--- src/rtl/srum_pkg.sv ---
package srum_pkg;

  typedef enum logic [1:0] {
    HOP_WIRE = 2'd0,
    HOP_INV  = 2'd1,
    HOP_AND  = 2'd2,
    HOP_OR   = 2'd3
  } hop_kind_e;

endpackage

--- src/rtl/srum_hop_path.sv ---
module srum_hop_path #(
  parameter srum_pkg::hop_kind_e HOP_KIND = srum_pkg::HOP_INV,
  parameter int GATES_PER_HOP = 8
) (
  input  logic d,
  output logic q
);

  if ((HOP_KIND == srum_pkg::HOP_INV) && ((GATES_PER_HOP % 2) != 0)) begin : g_bad_inv_count
    $error("inverter hop needs an even gate count to stay transparent");
  end

  if ((HOP_KIND == srum_pkg::HOP_WIRE) || (GATES_PER_HOP == 0)) begin : g_wire
    assign q = d;
  end else begin : g_gates
    for (genvar i = 0; i < GATES_PER_HOP; i++) begin : g_gate
      logic a;
      logic y;
      if (i == 0) begin : g_first
        assign a = d;
      end else begin : g_next
        assign a = g_gate[i-1].y;
      end
      if (HOP_KIND == srum_pkg::HOP_INV) begin : g_inv
        assign y = ~a;
      end else if (HOP_KIND == srum_pkg::HOP_AND) begin : g_and
        logic tie_hi;
        assign tie_hi = 1'b1;
        assign y = a & tie_hi;
      end else begin : g_or
        logic tie_lo;
        assign tie_lo = 1'b0;
        assign y = a | tie_lo;
      end
    end
    assign q = g_gate[GATES_PER_HOP-1].y;
  end

endmodule

--- src/rtl/srum_chain.sv ---
module srum_chain #(
  parameter int CHAIN_LEN = 350,
  parameter srum_pkg::hop_kind_e HOP_KIND = srum_pkg::HOP_INV,
  parameter int GATES_PER_HOP = 8
) (
  input  logic clk,
  input  logic rst_n,
  input  logic enable,
  input  logic pat_in,
  output logic chain_out
);

  logic [CHAIN_LEN-1:0] stg;
  logic [CHAIN_LEN-1:0] stg_next;

  assign stg_next[0] = pat_in;

  for (genvar i = 1; i < CHAIN_LEN; i++) begin : g_hop
    srum_hop_path #(
      .HOP_KIND     (HOP_KIND),
      .GATES_PER_HOP(GATES_PER_HOP)
    ) hop_i (
      .d(stg[i-1]),
      .q(stg_next[i])
    );
  end

  always_ff @(posedge clk or negedge rst_n) begin
    if (!rst_n) begin
      stg <= '0;
    end else if (enable) begin
      stg <= stg_next;
    end
  end

  assign chain_out = stg[CHAIN_LEN-1];

  AST_HOLD_WHEN_IDLE: assert property (@(posedge clk) disable iff (!rst_n)
    !enable |=> $stable(chain_out));

  if (CHAIN_LEN > 1) begin : g_hop_chk
    AST_HOP_TRANSPARENT: assert property (@(posedge clk) disable iff (!rst_n)
      enable |=> (stg[1] == $past(stg[0])));
  end

endmodule

--- src/rtl/srum_checker.sv ---
module srum_checker #(
  parameter int CHAIN_LEN = 350,
  parameter int CNT_W = 32
) (
  input  logic             clk,
  input  logic             rst_n,
  input  logic             enable,
  input  logic             chain_out,
  output logic             err_pulse,
  output logic [CNT_W-1:0] err_count
);

  localparam int FILL_W = $clog2(CHAIN_LEN + 1);
  localparam logic [FILL_W-1:0] FILL_DONE = FILL_W'(CHAIN_LEN);
  localparam logic LAT_ODD = ((CHAIN_LEN % 2) != 0);
  localparam logic [CNT_W-1:0] CNT_MAX = '1;

  logic              ref_phase;
  logic [FILL_W-1:0] fill;
  logic              armed;
  logic              expect_bit;
  logic              mismatch;

  assign armed      = (fill == FILL_DONE);
  assign expect_bit = ref_phase ^ LAT_ODD;
  assign mismatch   = enable && armed && (chain_out != expect_bit);

  always_ff @(posedge clk or negedge rst_n) begin
    if (!rst_n) begin
      ref_phase <= 1'b0;
      fill      <= '0;
    end else if (enable) begin
      ref_phase <= ~ref_phase;
      if (!armed) fill <= fill + 1'b1;
    end
  end

  always_ff @(posedge clk or negedge rst_n) begin
    if (!rst_n) begin
      err_pulse <= 1'b0;
      err_count <= '0;
    end else begin
      err_pulse <= mismatch;
      if (mismatch && (err_count != CNT_MAX)) err_count <= err_count + 1'b1;
    end
  end

  AST_NO_ERR_UNARMED: assert property (@(posedge clk) disable iff (!rst_n)
    !armed |=> !err_pulse);
  AST_IDLE_NO_PULSE: assert property (@(posedge clk) disable iff (!rst_n)
    !enable |=> !err_pulse);
  AST_CNT_STEP: assert property (@(posedge clk) disable iff (!rst_n)
    (err_pulse && ($past(err_count) != CNT_MAX)) |-> (err_count == $past(err_count) + 1'b1));
  AST_CNT_STILL: assert property (@(posedge clk) disable iff (!rst_n)
    !err_pulse |-> $stable(err_count));

endmodule

--- src/rtl/srum_monitor.sv ---
module srum_monitor #(
  parameter int CHAIN_LEN = 350,
  parameter srum_pkg::hop_kind_e HOP_KIND = srum_pkg::HOP_INV,
  parameter int GATES_PER_HOP = 8,
  parameter int CNT_W = 32
) (
  input  logic             clk,
  input  logic             rst_n,
  input  logic             enable,
  input  logic             pat_in,
  output logic             chain_out,
  output logic             err_pulse,
  output logic [CNT_W-1:0] err_count
);

  srum_chain #(
    .CHAIN_LEN    (CHAIN_LEN),
    .HOP_KIND     (HOP_KIND),
    .GATES_PER_HOP(GATES_PER_HOP)
  ) chain_i (
    .clk      (clk),
    .rst_n    (rst_n),
    .enable   (enable),
    .pat_in   (pat_in),
    .chain_out(chain_out)
  );

  srum_checker #(
    .CHAIN_LEN(CHAIN_LEN),
    .CNT_W    (CNT_W)
  ) checker_i (
    .clk      (clk),
    .rst_n    (rst_n),
    .enable   (enable),
    .chain_out(chain_out),
    .err_pulse(err_pulse),
    .err_count(err_count)
  );

endmodule

--- config.mk ---
export PLATFORM = sky130hd
export DESIGN_NAME = srum_monitor
export DESIGN_NICKNAME = d
export VERILOG_FILES = /design/src/rtl/srum_pkg.sv /design/src/rtl/srum_hop_path.sv /design/src/rtl/srum_chain.sv /design/src/rtl/srum_checker.sv /design/src/rtl/srum_monitor.sv
export SDC_FILE = /design/constraint.sdc
export NUM_CORES = 1
export LEC_CHECK = 0
export CORE_MARGIN = 2
export CORE_UTILIZATION = 64
export CTS_BUF_LIST = sky130_fd_sc_hd__clkbuf_2
export CTS_CLUSTER_DIAMETER = 30
export CTS_CLUSTER_SIZE = 14
export DETAILED_ROUTE_END_ITERATION = 10
export PLACE_DENSITY = 0.82
export SLEW_MARGIN = 20
export SYNTH_ARGS = -nofsm -noshare
export SYNTH_HDL_FRONTEND = slang
export SYNTH_SLANG_ARGS = --single-unit
--- constraint.sdc ---
create_clock -name clk -period 2.6 [get_ports clk]
set_input_delay 0.26 -clock clk [delete_from_list [all_inputs] [get_ports clk]]
set_output_delay 0.26 -clock clk [all_outputs]
set_load 0.01 [all_outputs]
==> results.yml <==
outcome:
  status: "finished, final reports clean"
critical_path:
  rrSetupSlack_ns: 0.33
  criticalPathCategory: "reg2reg"
  cpMaxStageDelayCell: "or4_4"
  startpoint_type: "flip-flop"
  crit_path_max_fanout: 8
  worstPathRequired_ns: 3.32
  worstSetupEndpointType: "flip-flop"
  crit_path_start: "checker_i.err_count[0]$_DFFE_PN0P_"
  r2r-start: "checker_i.err_count[0]$_DFFE_PN0P_"
  worstPathArrival_ns: 3.00
  r2r-end: "checker_i.err_count[18]$_DFFE_PN0P_"
  slowest_delay_ns: 0.56
  r2r_cells: 6
  crit_path_cell_trace: "ha_1 > nand4_1 > or4_4 > and3b_1 > and3_4 > xor2_2"
synth:
  yosysMostFrequentCell: "dfrtp_1"
  yosysSeqAreaShare_pct: 65.88
  async_reset_ff_share_pct: 100.0
  yosys-top-cells-count: "dfrtp_1, mux2_2, clkbuf_1, xor2_1, nand2_1"
  syn_area_per_cell_um2: 16.03
  ys_dominant_reg_cell: "dfrtp_1"
  synth_cell_types: 34
  synth_edf_count: 0
  netlist.area_leader.share_pct: 65.88
  syn_nets: 938
  syn_area_um2: 14930
  syn-instance-count: 931
  ys_ff_latch: 393
  yosysWarnings: 0
  synthTopCellsByArea: "dfrtp_1, mux2_2, xor2_1, clkbuf_1, xnor2_1"
  yosysTopAreaCell: "dfrtp_1"
power:
  p_leak_uw: 0.008580
  switching_share_pct: 24.19
  p_int_uw: 8800
  power_density_nw_per_um2: 692.2
  clkPwrFrac_pct: 38.2
  switchingPower_uw: 2807
  ir_drop_mv: 0.4708
  p_comb_share_pct: 5.6
  p_seq_share_pct: 56.2
clocking:
  cts_made_buffers: 66
  clock-sinks: 393
  cts_max_level: 3
  clk_latency_ns: 0.87
  clkTransAtPathRegs_ns: 0.14
  cts_tree: "built"
  cts_resized: 0
  cts-root-buf: "clkbuf_2"
  max-clock-path-buffers: 3
  cts_hold_buf: 5
  postCtsSetupRepairBufs: 0
sta:
  tns_ns: 0
  period_share_pct: 87.44
  fmax_ghz: 0.4399
  worst_pin_slew_ns: 1.068
  setup_viol: 0
  hold_viol_final: 0
  slew_headroom_pct: 28.78
  finalCriticalPeriod_ns: 2.273
  final-max-slew-violation-count: 0
  rsz0062_at_grt: "no"
  clock_skew_ns: 0.07670
die:
  fp.dieArea_um2: 24560
  rows: 55
  core_area_um2: 22780
  die_width_um: 156.7
  ios: 38
  start_util_pct: 65.54
  die_h_um: 156.7
place:
  io_buffers: 37
  gp_congestion: 0.7790
  dpl.hpwl_mm: 11.95
  placedCellCount: 1255
  placed_area_um2: 15760
routing:
  drt-initial-drc-count: 325
  wl_mm: 20.40
  wire_per_inst_um: 14.78
  remaining_drc_errors: 0
  dr.pass1.iters: 4
  ant_nets: 0
  avgViaCountPerCell: 5.393
  num_vias: 7443
worst_hold_path:
  min_to: "checker_i.err_pulse$_DFF_PN0_"
  min_path_type: "in2reg"
  worstHoldStart: "enable"
  holdPathStages: 3
cells_and_area:
  nNetsFinal: 1022
  fin_area_um2: 16770
  drive_gt1_share_pct: 46.62
  n_fill_cell: 1434
  finalNonFillerCells: 1380
  syn2layout_area_growth_pct: 12.32
global_routing:
  gr-total-overflow: 0
  grt_pass1_vias: 7857
  antenna_found_initial: 1
  grt_pass1_wl_mm: 36.14
  grt_usage_pct: 17.91
  grt_max_degree: 201
run:
  cap_violations: 0
-- sequential cells by signal, summed over array words and instances (netlist names) --
register and cells:
chain_i.stg 350, checker_i.fill 9, checker_i.err_count 32, checker_i.expect_bit 1
checker_i.err_pulse 1
-- routing by layer --
layer | vias up | part of all wire, % | track usage [%] | routed length, µm
li1 | 3498 | - | - | -
met1 | 3783 | 46 | 24.59 | 9447
met2 | 120 | 48 | 27.99 | 9822
met3 | 42 | 3.3 | 3.766 | 665
met4 | 0 | 2.3 | 7.951 | 461
met5 | - | 0 | 0 | 0
-- layout make-up --
class | instances | area, µm² | area share [%]
flip-flops and latches | 393 | 9834 | 58.65
multi-input cells | 490 | 4903 | 29.24
repair buffers | 59 | 675.6 | 4.030
clock inverters | 44 | 565.5 | 3.373
well taps | 313 | 391.6 | 2.336
clock buffers | 75 | 375.4 | 2.239
inverters | 5 | 18.77 | 0.1119
diodes | 1 | 2.502 | 0.01492
-- power by group through the flow --
stage / Sequential (µW) / Clock [µW] / Combinational (µW)
2_1_floorplan: 6590 / 0 / 443
3_3_place_gp: 6630 / 0 / 639
3_5_place_dp: 6640 / 0 / 655
4_1_cts: 6530 / 4610 / 672
5_1_grt: 6560 / 4880 / 738
6_report: 6520 / 4430 / 653
-- worst max path at each step --
stage                                               end  cells after the start  slack (ns)
floorplan            checker_i.err_count[1]$_DFFE_PN0P_                      5        0.51
global placement    checker_i.err_count[18]$_DFFE_PN0P_                      6        0.46
detailed placement  checker_i.err_count[18]$_DFFE_PN0P_                      6        0.37
CTS                 checker_i.err_count[18]$_DFFE_PN0P_                      6        0.29
global route        checker_i.err_count[18]$_DFFE_PN0P_                      6        0.24
finish              checker_i.err_count[18]$_DFFE_PN0P_                      6        0.33
-- placed cells by master (no fill, tap or decap), types with 3 or more instances in the layout --
cell type          n
xnor2_1           17
clkdlybuf4s50_1   35
and4_2             3
nor3_1            10
nand2_1           19
nand4b_1           4
mux2_2           351
ha_1               3
inv_1              5
inv_8              3
clkinvlp_4        10
nor4_1             4
clkinv_2          12
buf_12             8
dfrtp_1          393
nand4_1           11
nor2_1            14
xor2_1            22
nand3_1           12
dlygate4sd3_1      4
clkbuf_2          75
clkinv_1           3
buf_4              9
bufinv_16         12
-- logic make-up after synthesis --
logic type / after synthesis / share of synthesized area (%)
DFF: 393 / 65.88
muxes: 351 / 26.48
and+or+nand+nor: 90 / 3.462
buffers and inverters: 48 / 1.274
xor gates and xnor gates: 40 / 2.397
AOI/OAI and AO/OA: 6 / 0.2598
adders and majority gates: 3 / 0.2515
-- metrics by stage --
stage / power, µW / setup slack (ns) / util [%] / hold slack [ns]
3_3_place_gp: 7266 / 0.4647 / 69.17 / 0.3013
4_1_cts: 11800 / 0.2928 / 73.60 / 0.2523
6_report: 11610 / 0.3266 / 73.61 / 0.3279
2_1_floorplan: 7032 / 0.5123 / - / -0.03559
3_5_place_dp: 7297 / 0.3694 / 69.17 / 0.3038
5_1_grt: 12170 / 0.2442 / 73.61 / 0.2553
-- critical path: cells and delay by family (launching register included) --
family / cells / cell delay, ns
DFF: 1 / 0.45
adders and majority gates: 1 / 0.23
xor gates and xnor gates: 1 / 0.13
and+or+nand+nor: 4 / 1.38
Power figures use the tool's default switching activity.
